`src/rtl/l4chk_pkg.sv`:
```
// Package: shared codes, header offsets and ones'-complement helper for the
// transport header exception checker.
package l4chk_pkg;

    typedef enum logic [3:0] {
        EC_NONE     = 4'd0,
        EC_CSUM     = 4'd2,
        EC_ULEN     = 4'd3,
        EC_PORT     = 4'd4,
        EC_FIN_ONLY = 4'd8,
        EC_NO_FLAGS = 4'd9,
        EC_FIN_RST  = 4'd10,
        EC_SYN_URG  = 4'd11,
        EC_SYN_RST  = 4'd12,
        EC_SYN_FIN  = 4'd13
    } l4_err_e;

    // Byte offsets the decode depends on
    localparam int OFF_SRC_HI  = 0;
    localparam int OFF_SRC_LO  = 1;
    localparam int OFF_DST_HI  = 2;
    localparam int OFF_DST_LO  = 3;
    localparam int OFF_ULEN_HI = 4;
    localparam int OFF_ULEN_LO = 5;
    localparam int OFF_UCS_HI  = 6;
    localparam int OFF_UCS_LO  = 7;
    localparam int OFF_TFLAGS  = 13;

    // TCP flag bit positions within the flag byte
    localparam int FL_FIN = 0;
    localparam int FL_SYN = 1;
    localparam int FL_RST = 2;
    localparam int FL_URG = 5;

    // 16-bit ones'-complement addition with end-around carry
    function automatic logic [15:0] ones_add(input logic [15:0] a, input logic [15:0] b);
        logic [16:0] s;
        s = {1'b0, a} + {1'b0, b};
        return s[15:0] + {15'd0, s[16]};
    endfunction

endpackage

```
`src/rtl/l4chk_capture.sv`:
```
// Module: l4chk_capture
// Counts header bytes from the start marker, extracts ports, UDP length and
// checksum fields and the TCP flag bits, and samples the side inputs with the
// start byte. Assumes the header is at least long enough to hold the fields
// it needs; missing fields read as zero. last_q pulses the cycle after the
// end byte is accepted.
module l4chk_capture #(
    parameter int IDX_W = 6,
    parameter int LEN_W = 16
) (
    input  logic             clk,
    input  logic             rst_n,
    input  logic             in_valid,
    input  logic             in_sop,
    input  logic             in_eop,
    input  logic [7:0]       in_byte,
    input  logic             is_udp,
    input  logic [LEN_W-1:0] ip_remain,
    input  logic             is_frag,
    input  logic             prior_err,
    output logic             last_q,
    output logic             kind_udp_q,
    output logic             gate_q,
    output logic [LEN_W-1:0] remain_q,
    output logic [15:0]      src_q,
    output logic [15:0]      dst_q,
    output logic [15:0]      ulen_q,
    output logic [15:0]      ucs_q,
    output logic [5:0]       flags_q
);
    import l4chk_pkg::*;

    localparam logic [IDX_W-1:0] IDX_MAX = {IDX_W{1'b1}};

    logic [IDX_W-1:0] idx_q;
    logic [IDX_W-1:0] idx_cur;

    // Position of the byte on the bus within the current header
    always_comb idx_cur = in_sop ? '0 : idx_q;

    // Byte counter, saturating so long headers never wrap onto field offsets
    always_ff @(posedge clk) begin
        if (!rst_n)
            idx_q <= '0;
        else if (in_valid)
            idx_q <= (idx_cur == IDX_MAX) ? idx_cur : idx_cur + IDX_W'(1);
    end

    // End-of-header pulse for the classifier
    always_ff @(posedge clk) begin
        if (!rst_n) last_q <= 1'b0;
        else        last_q <= in_valid && in_eop;
    end

    // Side inputs, sampled only with the start byte
    always_ff @(posedge clk) begin
        if (!rst_n) begin
            kind_udp_q <= 1'b0;
            gate_q     <= 1'b0;
            remain_q   <= '0;
        end else if (in_valid && in_sop) begin
            kind_udp_q <= is_udp;
            gate_q     <= is_frag || prior_err;
            remain_q   <= ip_remain;
        end
    end

    // Field extraction by byte offset; fields are cleared at each start byte
    always_ff @(posedge clk) begin
        if (!rst_n) begin
            src_q   <= '0;
            dst_q   <= '0;
            ulen_q  <= '0;
            ucs_q   <= '0;
            flags_q <= '0;
        end else if (in_valid) begin
            if (in_sop) begin
                src_q   <= '0;
                dst_q   <= '0;
                ulen_q  <= '0;
                ucs_q   <= '0;
                flags_q <= '0;
            end
            case (idx_cur)
                IDX_W'(OFF_SRC_HI):  src_q[15:8]  <= in_byte;
                IDX_W'(OFF_SRC_LO):  src_q[7:0]   <= in_byte;
                IDX_W'(OFF_DST_HI):  dst_q[15:8]  <= in_byte;
                IDX_W'(OFF_DST_LO):  dst_q[7:0]   <= in_byte;
                IDX_W'(OFF_ULEN_HI): ulen_q[15:8] <= in_byte;
                IDX_W'(OFF_ULEN_LO): ulen_q[7:0]  <= in_byte;
                IDX_W'(OFF_UCS_HI):  ucs_q[15:8]  <= in_byte;
                IDX_W'(OFF_UCS_LO):  ucs_q[7:0]   <= in_byte;
                IDX_W'(OFF_TFLAGS):  flags_q      <= in_byte[5:0];
                default: ;
            endcase
        end
    end

    // a byte other than the start byte leaves the sampled gate alone
    p_side_hold_r11: assert property (@(posedge clk) disable iff (!rst_n)
        (in_valid && !in_sop) |=> $stable(gate_q) && $stable(kind_udp_q));

endmodule

```
`src/rtl/l4chk_csum.sv`:
```
// Module: l4chk_csum
// Folds the seed and the streamed bytes, paired big-endian into 16-bit words,
// into a ones'-complement sum. A lone last byte is padded with a zero low
// byte. sum_ok is meaningful in the cycle after the end byte.
module l4chk_csum (
    input  logic        clk,
    input  logic        rst_n,
    input  logic        in_valid,
    input  logic        in_sop,
    input  logic        in_eop,
    input  logic [7:0]  in_byte,
    input  logic [15:0] csum_seed,
    output logic        sum_ok
);
    import l4chk_pkg::*;

    logic [15:0] acc_q;
    logic [7:0]  hi_q;
    logic        odd_q;
    logic        odd_cur;
    logic [15:0] base;

    // Word-half tracking and accumulator starting point for this byte
    always_comb begin
        odd_cur = in_sop ? 1'b0 : odd_q;
        base    = in_sop ? csum_seed : acc_q;
    end

    // Accumulate one word per byte pair, padding an unpaired end byte
    always_ff @(posedge clk) begin
        if (!rst_n) begin
            acc_q <= '0;
            hi_q  <= '0;
            odd_q <= 1'b0;
        end else if (in_valid) begin
            odd_q <= !odd_cur;
            if (odd_cur) begin
                acc_q <= ones_add(base, {hi_q, in_byte});
            end else begin
                hi_q  <= in_byte;
                acc_q <= in_eop ? ones_add(base, {in_byte, 8'h00}) : base;
            end
        end
    end

    // Valid sum folds to all ones
    always_comb sum_ok = (acc_q == 16'hFFFF);

endmodule

```
`src/rtl/l4chk_classify.sv`:
```
// Module: l4chk_classify
// Applies the exception rules in priority order to the captured fields and
// registers the flag, the code and a one-cycle done strobe. Assumes all
// inputs are stable in the cycle last_q is high.
module l4chk_classify #(
    parameter int LEN_W = 16
) (
    input  logic             clk,
    input  logic             rst_n,
    input  logic             last_q,
    input  logic             kind_udp_q,
    input  logic             gate_q,
    input  logic [LEN_W-1:0] remain_q,
    input  logic [15:0]      src_q,
    input  logic [15:0]      dst_q,
    input  logic [15:0]      ulen_q,
    input  logic [15:0]      ucs_q,
    input  logic [5:0]       flags_q,
    input  logic             sum_ok,
    output logic             done,
    output logic             err,
    output logic [3:0]       err_code
);
    import l4chk_pkg::*;

    l4_err_e code_c;
    logic    fin, syn, rst, urg;
    logic    csum_bad;

    // Priority selection: lowest code wins
    always_comb begin
        fin      = flags_q[FL_FIN];
        syn      = flags_q[FL_SYN];
        rst      = flags_q[FL_RST];
        urg      = flags_q[FL_URG];
        csum_bad = !sum_ok && !(kind_udp_q && (ucs_q == 16'd0));
        if (csum_bad)                                           code_c = EC_CSUM;
        else if (kind_udp_q && (LEN_W'(ulen_q) > remain_q))     code_c = EC_ULEN;
        else if ((src_q == 16'd0) || (dst_q == 16'd0))          code_c = EC_PORT;
        else if (kind_udp_q)                                    code_c = EC_NONE;
        else if (flags_q == 6'b000001)                          code_c = EC_FIN_ONLY;
        else if (flags_q == 6'b000000)                          code_c = EC_NO_FLAGS;
        else if (fin && rst)                                    code_c = EC_FIN_RST;
        else if (syn && urg)                                    code_c = EC_SYN_URG;
        else if (syn && rst)                                    code_c = EC_SYN_RST;
        else if (syn && fin)                                    code_c = EC_SYN_FIN;
        else                                                    code_c = EC_NONE;
    end

    // Result registers, updated only when a header has just ended
    always_ff @(posedge clk) begin
        if (!rst_n) begin
            done     <= 1'b0;
            err      <= 1'b0;
            err_code <= '0;
        end else begin
            done <= last_q;
            if (last_q) begin
                err      <= !gate_q && (code_c != EC_NONE);
                err_code <= gate_q ? 4'd0 : 4'(code_c);
            end
        end
    end

    // gated packets never raise an error
    p_gated_quiet_r2: assert property (@(posedge clk) disable iff (!rst_n)
        (done && $past(gate_q)) |-> !err);

    // a reported code is one of the defined values
    p_code_legal_r9: assert property (@(posedge clk) disable iff (!rst_n)
        (done && err) |-> (err_code inside {4'd2, 4'd3, 4'd4, [4'd8:4'd13]}));

    // UDP datagrams never get a TCP flag code
    p_udp_no_flag_r7: assert property (@(posedge clk) disable iff (!rst_n)
        (done && err && $past(kind_udp_q)) |-> (err_code <= 4'd4));

    // a clear flag goes with a zero code
    p_clean_zero_r10: assert property (@(posedge clk) disable iff (!rst_n)
        !err |-> (err_code == 4'd0));

endmodule

```
`src/rtl/l4_hdr_check.sv`:
```
// Module: l4_hdr_check (top)
// Transport header exception checker: byte capture, checksum accumulation and
// priority classification. Assumes one header at a time and a start byte that
// comes after the previous header's end byte.
module l4_hdr_check #(
    parameter int IDX_W = 6,
    parameter int LEN_W = 16
) (
    input  logic             clk,
    input  logic             rst_n,
    input  logic             in_valid,
    input  logic             in_sop,
    input  logic             in_eop,
    input  logic [7:0]       in_byte,
    input  logic             is_udp,
    input  logic [LEN_W-1:0] ip_remain,
    input  logic             is_frag,
    input  logic             prior_err,
    input  logic [15:0]      csum_seed,
    output logic             done,
    output logic             err,
    output logic [3:0]       err_code
);
    logic             last_q, kind_udp_q, gate_q, sum_ok;
    logic [LEN_W-1:0] remain_q;
    logic [15:0]      src_q, dst_q, ulen_q, ucs_q;
    logic [5:0]       flags_q;

    l4chk_capture #(.IDX_W(IDX_W), .LEN_W(LEN_W)) u_capture (
        .clk(clk), .rst_n(rst_n), .in_valid(in_valid), .in_sop(in_sop),
        .in_eop(in_eop), .in_byte(in_byte), .is_udp(is_udp),
        .ip_remain(ip_remain), .is_frag(is_frag), .prior_err(prior_err),
        .last_q(last_q), .kind_udp_q(kind_udp_q), .gate_q(gate_q),
        .remain_q(remain_q), .src_q(src_q), .dst_q(dst_q), .ulen_q(ulen_q),
        .ucs_q(ucs_q), .flags_q(flags_q)
    );

    l4chk_csum u_csum (
        .clk(clk), .rst_n(rst_n), .in_valid(in_valid), .in_sop(in_sop),
        .in_eop(in_eop), .in_byte(in_byte), .csum_seed(csum_seed),
        .sum_ok(sum_ok)
    );

    l4chk_classify #(.LEN_W(LEN_W)) u_classify (
        .clk(clk), .rst_n(rst_n), .last_q(last_q), .kind_udp_q(kind_udp_q),
        .gate_q(gate_q), .remain_q(remain_q), .src_q(src_q), .dst_q(dst_q),
        .ulen_q(ulen_q), .ucs_q(ucs_q), .flags_q(flags_q), .sum_ok(sum_ok),
        .done(done), .err(err), .err_code(err_code)
    );

    // a done strobe always follows an accepted end byte by two edges
    p_done_follows_r1: assert property (@(posedge clk) disable iff (!rst_n)
        done |-> $past(in_valid && in_eop, 2));

    // results move only together with done
    p_result_hold_r1: assert property (@(posedge clk) disable iff (!rst_n)
        !done |-> ($stable(err) && $stable(err_code)));

endmodule

```
`config.mk`:
```
export PLATFORM = sky130hd
export DESIGN_NAME = l4_hdr_check
export DESIGN_NICKNAME = d
export VERILOG_FILES = /design/src/rtl/l4chk_pkg.sv /design/src/rtl/l4chk_capture.sv /design/src/rtl/l4chk_csum.sv /design/src/rtl/l4chk_classify.sv /design/src/rtl/l4_hdr_check.sv
export SDC_FILE = /design/constraint.sdc
export NUM_CORES = 1
export LEC_CHECK = 0
export BUFFER_PORTS_ARGS = -buffer_cell sky130_fd_sc_hd__buf_2
export CORE_AREA = 2 2 135 137
export CTS_BUF_LIST = sky130_fd_sc_hd__clkbuf_4
export DETAILED_ROUTE_END_ITERATION = 7
export DIE_AREA = 0 0 137 139
export PLACE_DENSITY = 0.59
export SETUP_SLACK_MARGIN = 0.1
export SYNTH_ARGS = -nofsm -noshare
export SYNTH_HDL_FRONTEND = slang
export SYNTH_HIERARCHICAL = 1
export SYNTH_SLANG_ARGS = --single-unit
```
`constraint.sdc`:
```
create_clock -name clk -period 5.52 [get_ports clk]
set_clock_uncertainty 0.15 [all_clocks]
set_input_delay 0.828 -clock clk [delete_from_list [all_inputs] [get_ports clk]]
set_output_delay 0.828 -clock clk [all_outputs]
set_load 0.01 [all_outputs]
```
# After elaboration in Yosys (flattened, before gate mapping)
# Cells that the tools add are included.
# classes
n_reduce_logical	41
n_bitwise	1
order_cmp	1
eq_ne	11
addsub	5
mux	28
# ops
cell	count
$mux 16	4
$mux 8	8
$logic_not 16->1	3
$mux 4	11
$add 16x16->17	2
$add 16x1->16	2
$eq 6x3->1 const B	4
$mux 6	4
$reduce_and 2->1	10
$reduce_bool 2->1	9
$eq 16x16->1 const B	1
$gt 16x16->1	1
$eq 6x1->1 const B	2
$eq 6x2->1 const B	2
$logic_not 6->1	2
$logic_and 1x1->1	10
$add 6x1->6 const B	1
$eq 6x4->1 const B	1
$eq 6x6->1 const B	1
$logic_not 1->1	4
$reduce_bool 4->1	1
$logic_or 1x1->1	2
$mux 1	1
$not 1->1	1
# totals
output_inout_bits	6
elab_cells	107
inputBits	48
register_bits	126

# Depth between registers and ports, before layout
# depth
word_depth	13
ltp_mapped	20
mapped_depth_nobuf	17

# Modules after synthesis
# Netlist, hierarchy kept.
# by_module_without_submodules
module	seq_area_each_um2	cells_per_inst	area_per_inst_um2	n_inst
l4chk_capture	1901.8	368	3618.5	1
l4chk_csum	500.5	417	3221.8	1
l4chk_classify	120.1	123	958.4	1

# Worst setup path after synthesis
# OpenSTA, ideal clock, no wires.
# synth_timing
path_type	input to register
start	input in_sop
end	register u_csum.acc_q[7]
setup_ns	0.117
cell_stages	20
n_path_buf	4
setup_slack_ns	0.735
arrival_ns	4.518
t_required_ns	5.253
cell_sequence	buf_4 buf_6 clkbuf_1 mux2_2 ha_1 buf_2 and3_1 and3_1 nand2_1 a31oi_1 a21o_1 a21o_1 ha_1 nand3_2 a2111oi_2 nand2_1 or4_1 and3_1 a211oi_2 o21ai_1
# synth_via
elab_chain_len	5
word_cells_on_any_way	8
cone_classes	add/sub (4); mux (4)
# synth_lines
item	line_no	rtl
start, declared	l4_hdr_check.sv:12	input logic in_sop,
$mux 16	l4chk_csum.sv:26	base = in_sop ? csum_seed : acc_q;
$add 16x16->17	l4chk_pkg.sv:38	s = {1'b0, a} + {1'b0, b};
$add 16x1->16	l4chk_pkg.sv:39	return s[15:0] + {15'd0, s[16]};
$mux 16	l4chk_csum.sv:41	acc_q <= in_eop ? ones_add(base, {in_byte, 8'h00}) : base;
$mux 16 *	l4chk_csum.sv:37	if (odd_cur) begin
end signal, assigned	l4chk_csum.sv:38	acc_q <= ones_add(base, {hi_q, in_byte});
end signal, assigned	l4chk_csum.sv:41	
end, declared	l4chk_csum.sv:17	logic [15:0] acc_q;
# Mark *: on every way between the ends. The rest lies on a longest branch, timed or not.
# A chain may end at the register's enable or synchronous reset.

# Worst setup path in the final report
# layout_timing
start	input in_sop
end	register u_csum.acc_q[15]
# Same word-level chain as after synthesis.

==> metrics.txt <==
Setup CP Type input pin to register; post-synth cell types 89; final hold vios 0; initial drt markers 360; Main synth FF type dfxtp_1; yosys synthesis warning count 6; net switching power 0.701 mW; switch share 33.2%; worst vdd ir 0.152 mV; Vias per Instance 5.74; Worst Hold Path EP u_capture/flags_q[4]; P per Cell Area 249 nW/um2; Worst Tran Pin Value 1.15 ns; Reg-to-Reg End u_csum/acc_q[15]; root buf cell clkbuf_4; Clk pwr share 30.4%; hold-critical path depth 2; wire per inst 18.0 um; Slew headroom 23.3%; grt ovf 0; Reg2Reg Depth 16; Critical Path Start Type input pin; Final period util 83.3%; H-tree depth 4; final routed DRC violation total 0; fin crit period 4.60 ns; status complete, no violations; Combinational Power Share 24.0%; Rows 49; Seq cells post-synth 126; Max Fanout on Critical Path 20; CTS Buf Count 17; first-pass GRT wire length 34400 um; setup TNS 0 ns; clock-pin slew on the worst setup and hold paths 0.12 ns; RSZ-0062 raised after global routing false; area post-placement 8200 um2; fin nets 1038; Die ar. 19000 um2; register area share after synthesis 32.3%; Max Freq 218 MHz; post-CTS resize count 0; hold_buf cts 0; critical path endpoint category register; setup repair bufs after CTS 0; Total Routing Usage GR 23.2%; Hold Startpoint u_capture/flags_q[4]; reg2reg setup slack 1.39 ns; Slew Limit Fails 0; clk sink count 126; starting density of the core 44.2%; DIE HEIGHT 139 um; worst flop-to-flop path startpoint u_csum/acc_q[4]; Synth Net Count 1003; fin area 8480 um2; cell internal pwr 1.41 mW; arrival time at the worst endpoint 4.89 ns; area grow syn2layout 8.76%; fraction of layout cells with a size suffix above 1 15.3%; vias in the first global route 6459; # IOs 54; leakage 3.57 nW; Die X 137 um; Bufs on Longest Clock Path 2; Post-synth EDFFs 0; Post-Route WL 21400 um; Seq pwr share 45.6%; initial antenna violation count 1; Port Buffers 53; Hold Slack 0.312 ns; Pre-antenna DRT Iters 5; Routed Antenna Nets 0; worst min path class register to register; GPL Wtd Cong 0.902; CTS tree done; final setup vio count 0; Core Area 17700 um2; post-synthesis cell area 7800 um2; largest net degree at the start of global routing 39; max_cap viols 0; Final HPWL DP 15500 um; Mapped Cells 908; Syn Area/Cell 8.59 um2; worst endpoint required time 5.82 ns; Skew-Pair Late Insertion Delay 0.55 ns; via count 6810; async set or reset register ratio after synthesis 0%
-- sequential cells by signal (all words and copies together), names as in the netlist --
signal and count:
u_capture/dst_q 16, u_capture/remain_q 16, u_capture/src_q 16, u_capture/ucs_q 16
u_capture/ulen_q 16, u_csum/acc_q 16, u_csum/hi_q 8, u_capture/flags_q 6
u_capture/idx_q 6, u_classify/err_code 4, u_capture/gate_q 1, u_capture/kind_udp_q 1
u_capture/last_q 1, u_classify/done 1, u_classify/err 1, u_csum/odd_q 1
-- logic make-up (layout without fill, tap and decap cells) --
group / count (synthesis) / count (layout) / synth area share (%)
xor+xnor: 34 / 34 / 4.09
fa+ha+maj: 47 / 47 / 7.73
simple gates: 351 / 351 / 22.8
flops: 126 / 126 / 32.3
mux: 90 / 90 / 11.8
other cells: 0 / 2 / 0
buf+inv: 75 / 123 / 4.17
compound gates: 185 / 185 / 17.1
-- how the worst max path moves through the flow --
stage           start          endpoint  cells after the start
2_1_floorplan  in_sop   u_csum/acc_q[7]                     20
3_3_place_gp   in_sop  u_csum/acc_q[15]                     17
3_5_place_dp   in_sop  u_csum/acc_q[15]                     17
4_1_cts        in_sop  u_csum/acc_q[15]                     17
5_1_grt        in_sop   u_csum/acc_q[7]                     18
6_report       in_sop  u_csum/acc_q[15]                     17
-- per-stage QoR --
| step | util [%] | power (mW) | instances | setup slack, ns |
|---|---|---|---|---|
| 2_1_floorplan | - | 1.35 | 908 | 0.735 |
| 3_3_place_gp | 46.4 | 1.48 | 1153 | 0.485 |
| 3_5_place_dp | 46.4 | 1.48 | 1153 | 0.406 |
| 4_1_cts | 48.0 | 2.12 | 1185 | 1.01 |
| 5_1_grt | 48.0 | 2.22 | 1187 | 0.577 |
| 6_report | 48.0 | 2.11 | 1187 | 0.924 |
-- routing by layer --
layer | wire length [um] | GRT usage (%) | vias up | part of all wire [%]
met5 | 0 | 0 | - | 0
met4 | 466 | 6.89 | 0 | 2.2
met3 | 1100 | 4.57 | 34 | 5.2
met2 | 9630 | 35.8 | 203 | 45
met1 | 10200 | 32.7 | 3230 | 48
li1 | - | - | 3343 | -
-- area by class of cell --
class,count,area [um2]
antenna,2,5.00
timing repair buffer,59,310
clock buffer,18,135
fill,1762,9180
sequential,126,2520
inverter,32,120
clock inverter,14,144
multi-input combinational,707,4960
tap,229,287
-- synth_stat cells, types with 4 or more instances --
cell type | n | share of area, %
buf_2 | 8 | 0.51
xor2_1 | 11 | 1.2
clkbuf_1 | 28 | 1.3
inv_1 | 31 | 1.5
o211ai_1 | 4 | 0.39
nand4_1 | 18 | 1.4
dfxtp_1 | 126 | 32
nand2b_1 | 6 | 0.48
mux2i_1 | 77 | 9.9
a21boi_0 | 20 | 1.9
ha_1 | 45 | 7.2
o311ai_0 | 4 | 0.45
a21oi_1 | 48 | 3.1
nor2_1 | 49 | 2.4
nand3_1 | 16 | 1.0
nor4_1 | 13 | 1.0
nor3b_1 | 4 | 0.39
o21ai_0 | 26 | 1.7
nor3_1 | 13 | 0.83
a31oi_1 | 4 | 0.32
nand2_1 | 169 | 8.1
a21o_1 | 9 | 0.87
or2_2 | 6 | 0.48
mux2_2 | 13 | 1.9
a211oi_1 | 13 | 1.3
o21a_1 | 5 | 0.48
and3_1 | 10 | 0.80
xnor2_1 | 21 | 2.4
a311oi_1 | 5 | 0.56
nor2b_1 | 8 | 0.64
-- power groups by stage --
stage               registers (mW)  logic (mW)  clock network [mW]
global route                 0.968       0.553               0.702
CTS                          0.963       0.501               0.661
finish                       0.963       0.505               0.642
floorplan                    0.974       0.372                   0
detailed placement           0.983       0.498                   0
global placement             0.983       0.498                   0
-- worst max-delay path: stages --
cell       delay, ns
buf_2           0.40
mux2_2          0.42
ha_1            0.43
o211ai_1        0.19
o21ai_2         0.33
nand2_1         0.09
a31oi_1         0.24
a21o_1          0.15
a21o_1          0.15
ha_1            0.19
nand3_2         0.10
a2111oi_2       0.31
nand4_1         0.22
nor4_4          0.30
nand4_1         0.16
xnor2_1         0.16
o211a_1         0.20
-- layout by cell type (no fill, tap or decap), drive strengths merged, types with 7 or more instances in the layout --
cell type	count
nor2b	8
nand4	21
xnor2	21
dfxtp	126
and3	11
a21o	10
o21ai	30
nor3	14
o311ai	7
a21oi	50
a211oi	15
clkinv	9
buf	59
nand3	18
nor2	49
a21boi	23
xor2	12
nand2	169
mux2i	77
clkbuf	18
ha	45
inv	33
mux2	13
nor4	17
(Power assumes the default switching activity.)
